### src/rtl/sysref_pkg.sv
package sysref_pkg;

    localparam int DIV_W  = 10;
    localparam int DLY_W  = 4;
    localparam int PCNT_W = 3;

    typedef enum logic [1:0] {
        PS_IDLE,
        PS_ARM,
        PS_BURST,
        PS_CONT
    } pulse_st_e;

    typedef struct packed {
        logic [DIV_W-1:0] ratio;
        logic [DLY_W-1:0] dly;
        logic             sync_ok;
    } div_cfg_t;

    function automatic logic [DIV_W-1:0] eff_ratio(input logic [DIV_W-1:0] r);
        return (r <= DIV_W'(1)) ? DIV_W'(1) : r;
    endfunction

    function automatic logic is_bypass(input logic [DIV_W-1:0] r);
        return (r <= DIV_W'(1));
    endfunction

endpackage

### src/rtl/sr_clk_div.sv
module sr_clk_div
    import sysref_pkg::*;
(
    input  logic     clk,
    input  logic     rst,
    input  div_cfg_t cfg,
    input  logic     sync_go,
    output logic     q,
    output logic     clk_out
);

    logic [DIV_W-1:0] cnt;
    logic [DIV_W-1:0] eff;
    logic [DIV_W-1:0] hi_len;
    logic [DLY_W-1:0] hold;
    logic             byp;

    always_comb begin
        eff    = eff_ratio(cfg.ratio);
        hi_len = eff >> 1;
        byp    = is_bypass(cfg.ratio);
    end

    always_ff @(posedge clk) begin
        if (rst) begin
            cnt  <= '0;
            hold <= '0;
            q    <= 1'b0;
        end else if (sync_go && cfg.sync_ok) begin
            cnt  <= '0;
            hold <= cfg.dly;
            q    <= 1'b0;
        end else if (hold != '0) begin
            hold <= hold - DLY_W'(1);
            q    <= 1'b0;
        end else begin
            q   <= (cnt < hi_len);
            cnt <= (cnt >= eff - DIV_W'(1)) ? '0 : cnt + DIV_W'(1);
        end
    end

    assign clk_out = byp ? clk : q;

endmodule

### src/rtl/sr_ddly_gate.sv
module sr_ddly_gate #(
    parameter int CLR_MIN = 15
) (
    input  logic clk,
    input  logic rst,
    input  logic pd,
    input  logic clr,
    output logic ok
);

    localparam int CW = $clog2(CLR_MIN + 1);

    logic [CW-1:0] run;

    always_ff @(posedge clk) begin
        if (rst || pd) begin
            run <= '0;
            ok  <= 1'b0;
        end else if (clr) begin
            ok <= 1'b0;
            if (run != CW'(CLR_MIN)) begin
                run <= run + CW'(1);
            end
        end else begin
            if (run == CW'(CLR_MIN)) begin
                ok <= 1'b1;
            end
            run <= '0;
        end
    end

endmodule

### src/rtl/sr_pulser.sv
module sr_pulser
    import sysref_pkg::*;
(
    input  logic              clk,
    input  logic              rst,
    input  logic              dly_ok,
    input  logic              div_q,
    input  logic              req,
    input  logic              cont,
    input  logic [PCNT_W-1:0] cnt,
    output logic              sr_out
);

    localparam int RW = PCNT_W + 1;

    pulse_st_e      st;
    logic           cont_mode;
    logic [RW-1:0]  rem;
    logic           req_q;
    logic           q_d;
    logic           req_rise;
    logic           q_fall;

    assign req_rise = req & ~req_q;
    assign q_fall   = q_d & ~div_q;

    always_ff @(posedge clk) begin
        if (rst) begin
            st        <= PS_IDLE;
            cont_mode <= 1'b0;
            rem       <= '0;
            req_q     <= 1'b0;
            q_d       <= 1'b0;
        end else begin
            req_q <= req;
            q_d   <= div_q;
            if (!dly_ok) begin
                st <= PS_IDLE;
            end else begin
                unique case (st)
                    PS_IDLE: begin
                        if (req_rise) begin
                            st        <= PS_ARM;
                            cont_mode <= cont;
                            rem       <= RW'(cnt) + RW'(1);
                        end
                    end
                    PS_ARM: begin
                        if (!div_q) begin
                            st <= cont_mode ? PS_CONT : PS_BURST;
                        end
                    end
                    PS_BURST: begin
                        if (q_fall) begin
                            rem <= rem - RW'(1);
                            if (rem == RW'(1)) begin
                                st <= PS_IDLE;
                            end
                        end
                    end
                    PS_CONT: begin
                        if (!cont && !div_q) begin
                            st <= PS_IDLE;
                        end
                    end
                    default: st <= PS_IDLE;
                endcase
            end
        end
    end

    assign sr_out = ((st == PS_BURST) || (st == PS_CONT)) && dly_ok && div_q;

endmodule

### src/rtl/sysref_clkgen.sv
module sysref_clkgen
    import sysref_pkg::*;
#(
    parameter int NUM_DCLK = 3,
    parameter int CLR_MIN  = 15
) (
    input  logic                      clk,
    input  logic                      rst,
    input  logic                      sync_pol,
    input  logic                      sync_en,
    input  logic                      sysref_pd,
    input  logic                      ddly_pd,
    input  logic [NUM_DCLK-1:0]       sync_dis,
    input  logic                      sync_dis_sr,
    input  logic [NUM_DCLK*DIV_W-1:0] dclk_ratio,
    input  logic [NUM_DCLK*DLY_W-1:0] dclk_dly,
    input  logic [DIV_W-1:0]          sr_ratio,
    input  logic [DLY_W-1:0]          sr_dly,
    input  logic                      ddly_clr,
    input  logic [PCNT_W-1:0]         pulse_cnt,
    input  logic                      pulse_cont,
    input  logic                      pulse_req,
    output logic [NUM_DCLK-1:0]       dclk_out,
    output logic                      sysref_out
);

    localparam int NDIV = NUM_DCLK + 1;

    logic     sync_q;
    logic     sync_go;
    logic     dly_ok;
    logic     sr_q;
    div_cfg_t cfg_a [NDIV];
    logic     q_a   [NDIV];
    logic     co_a  [NDIV];

    always_ff @(posedge clk) begin
        sync_q <= rst ? 1'b0 : sync_pol;
    end

    assign sync_go = sync_pol & ~sync_q & sync_en & ~sysref_pd & ~ddly_pd;

    genvar i;
    generate
        for (i = 0; i < NDIV; i++) begin : g_div
            if (i < NUM_DCLK) begin : g_dclk
                assign cfg_a[i].ratio   = dclk_ratio[i*DIV_W +: DIV_W];
                assign cfg_a[i].dly     = dclk_dly[i*DLY_W +: DLY_W];
                assign cfg_a[i].sync_ok = ~sync_dis[i];
                assign dclk_out[i]      = co_a[i];
            end else begin : g_sr
                assign cfg_a[i].ratio   = sr_ratio;
                assign cfg_a[i].dly     = sr_dly;
                assign cfg_a[i].sync_ok = ~sync_dis_sr;
                assign sr_q             = q_a[i];
            end

            sr_clk_div u_div (
                .clk     (clk),
                .rst     (rst),
                .cfg     (cfg_a[i]),
                .sync_go (sync_go),
                .q       (q_a[i]),
                .clk_out (co_a[i])
            );
        end
    endgenerate

    sr_ddly_gate #(.CLR_MIN(CLR_MIN)) u_gate (
        .clk (clk),
        .rst (rst),
        .pd  (sysref_pd),
        .clr (ddly_clr),
        .ok  (dly_ok)
    );

    sr_pulser u_pulser (
        .clk    (clk),
        .rst    (rst),
        .dly_ok (dly_ok),
        .div_q  (sr_q),
        .req    (pulse_req),
        .cont   (pulse_cont),
        .cnt    (pulse_cnt),
        .sr_out (sysref_out)
    );

endmodule

### config.mk
export PLATFORM = sky130hd
export DESIGN_NAME = sysref_clkgen
export DESIGN_NICKNAME = d
export VERILOG_FILES = /design/src/rtl/sysref_pkg.sv /design/src/rtl/sr_clk_div.sv /design/src/rtl/sr_ddly_gate.sv /design/src/rtl/sr_pulser.sv /design/src/rtl/sysref_clkgen.sv
export SDC_FILE = /design/constraint.sdc
export NUM_CORES = 1
export LEC_CHECK = 0
export BUFFER_PORTS_ARGS = -buffer_cell sky130_fd_sc_hd__buf_2
export CORE_ASPECT_RATIO = 1.25
export CORE_MARGIN = 5
export CORE_UTILIZATION = 41
export CTS_CLUSTER_SIZE = 14
export DETAILED_ROUTE_END_ITERATION = 16
export SLEW_MARGIN = 30
export SYNTH_ARGS = -nofsm -noshare
export SYNTH_HDL_FRONTEND = slang
export SYNTH_HIERARCHICAL = 1
export SYNTH_SLANG_ARGS = --single-unit
### constraint.sdc
create_clock -name clk -period 3.2 [get_ports clk]
set_clock_uncertainty 0.2 [all_clocks]
set_input_delay 0.16 -clock clk [delete_from_list [all_inputs] [get_ports clk]]
set_output_delay 0.16 -clock clk [all_outputs]
set_load 0.005 [all_outputs]
==> out/results.tsv <==
metric	value	unit
status	completed	
fill count	1394	
Final Cycle Share	88.2	%
Hold WS	0.0225	ns
worst vdd ir	395	uV
RSZ-0062 raised after global routing	no	
Rel. slew slack	59.0	%
max frequency	0.354	GHz
Hold Vio Cnt, Final	0	
Post-DP HPWL	10800	um
ant diodes	0	
Yosys warning count	6	
Syn Inst Count	738	
vias in the first global route	5539	
count of pins over their slew limit	0	
proportion of layout cells with a drive suffix above 1	16.9	%
register area	1500	um^2
leakage	3.57	nW
CTS tree	built	
critical path buffer and inverter count	1	
final net count	1057	
worst hold stages	4	
CP cell instances	buf_2, nor4_2, nand2_1, nor3_2, a21oi_1, ha_1, nand2_1, nor2_1, xnor2_1, ha_1, a21oi_1, nor2b_1, or4_1, o22ai_2, o21bai_2, nor2_1	
gp weighted congestion	0.809	
Worst EP required	3.38	ns
initial antenna violation count	0	
R2R cell count	7	
Setup violations, final	0	
clk_lat worst skew	0.45	ns
min-delay worst type	in -> reg	
slowest stage delay, CP	0.48	ns
kind of end point of the critical path	register	
Post-Syn Area	6120	um^2
Mapped Avg Cell Area	8.30	um^2
Setup Fix Bufs, Post-CTS	0	
Port Buffers	75	
worst path arrival time	3.00	ns
CP Class	in -> reg	
largest net degree at the start of global routing	20	
crit path max fanout	7	
Worst-path clk slew	0.05	ns
DRT Pass-1 Iters	4	
global-route wire length before repair	24500	um
IO Count	76	
row cnt	50	
Die Ht	147	um
gr usage total	16.9	%
area occupied by multi-input gates	4370	um^2
Post-Route Setup TNS	0	ns
total die area	17500	um^2
DRT antenna net count	0	
Worst Setup Start Kind	input pin	
worst slew pin tran	0.611	ns
vias post-DR	5562	
Max Cap Viol	0	
Syn Nets	902	
final wirelength	14100	um
vias per std cell	5.15	
slowest cell on the critical path	or4_1	
Starting Density	41.3	%
Die X	119	um
P&R area growth vs syn	26.9	%
CP top delay family	simple AND/OR/NAND/NOR gates	
Iter 0 DRT Violations	164	
gr ovfl total	0	
Avg WL per Cell	13.0	um
power density over the cells	519	nW/um^2
DRC	0	
Core ar.	14800	um^2
CP Depth	16	
fin crit period	2.82	ns
final timing paths:
path / startpoint / to / slack, ns
min: pulse_cnt[1] / u_pulser/rem[3] / 0.02
min reg2reg: u_pulser/cont_mode / u_pulser/cont_mode / 0.31
max: dclk_ratio[3] / g_div[0].u_div/cnt[4] / 0.38
max reg2reg: sync_q / g_div[2].u_div/hold[2] / 0.39
metrics by stage:
stage,utilization (%),cells,power [W],cell area [um^2],setup slack (ns)
after floorplan,-,738,0.00222,6120,0.0640
after global placement,46.2,1010,0.00255,6860,-0.0856
after detailed placement,46.2,1010,0.00256,6860,-0.180
after CTS,52.4,1080,0.00409,7770,0.285
after global routing,52.4,1080,0.00437,7770,0.0707
final,52.4,1080,0.00404,7770,0.377
tightest hold or removal path, delay by kind of cell:
kind	cells	cell delay (ns)
AO/OA/AOI/OAI	2	0.21
buffers and inverters	1	0.08
AND/OR/NAND/NOR	1	0.18
state kept, by name (all words and copies together), names as in the netlist:
name and flops:
g_div.u_div/cnt 40, g_div.u_div/hold 16, g_div.u_div/q 4, u_gate/run 4, u_pulser/rem 4, u_pulser/st 2, sync_q 1, u_gate/ok 1
u_pulser/cont_mode 1, u_pulser/q_d 1, u_pulser/req_q 1
final cells by class:
| cell class | count | share of cell area, % |
|---|---|---|
| repair buffers | 144 | 13.2 |
| clock inverters | 5 | 1.01 |
| flip-flops and latches | 75 | 19.3 |
| well taps | 182 | 2.93 |
| clock buffers | 18 | 4.48 |
| multi-input cells | 596 | 56.2 |
| inverters | 60 | 2.90 |
power by group:
group	switching, W	internal (W)
clock	0.000460	0.000917
combinational	0.000714	0.000693
sequential	0.000163	0.00109
total	0.00134	0.00270
per-layer routing:
metal / global-route usage, % / routed length, um / up-vias
met4: 7.45 / 313 / 0
met2: 28.7 / 6770 / 84
met5: 0 / 0 / -
met3: 4.07 / 593 / 26
met1: 20.2 / 6420 / 2489
li1: - / - / 2963
what timing repair did:
action | CTS | global route
gates resized for setup | 0 | 1
hold endpoints to repair | 28 | 0
endpoints found under the setup margin | 0 | 7
hold buffers | 50 | 0
layout by cell type, fill, tap and decap left out, types with 5 or more instances in the layout:
| cell | instances |
|---|---|
| ha_1 | 92 |
| dfxtp_1 | 75 |
| buf_2 | 75 |
| a21oi_1 | 67 |
| inv_1 | 60 |
| nor2_1 | 58 |
| nand2_1 | 56 |
| dlygate4sd3_1 | 50 |
| xnor2_1 | 36 |
| nor3_1 | 32 |
| nand3_1 | 29 |
| nand4_1 | 27 |
| xor2_1 | 24 |
| buf_4 | 22 |
| nand2b_1 | 18 |
| o21ai_0 | 15 |
| and3_1 | 15 |
| clkbuf_16 | 13 |
| nor2b_1 | 11 |
| nor3_2 | 8 |
| a21o_1 | 8 |
| o211ai_1 | 6 |
| and4_1 | 6 |
| a41o_1 | 5 |
| a31oi_1 | 5 |
| or3_1 | 5 |
| a211oi_1 | 5 |
| nor3b_1 | 5 |
(Power assumes the default switching activity.)
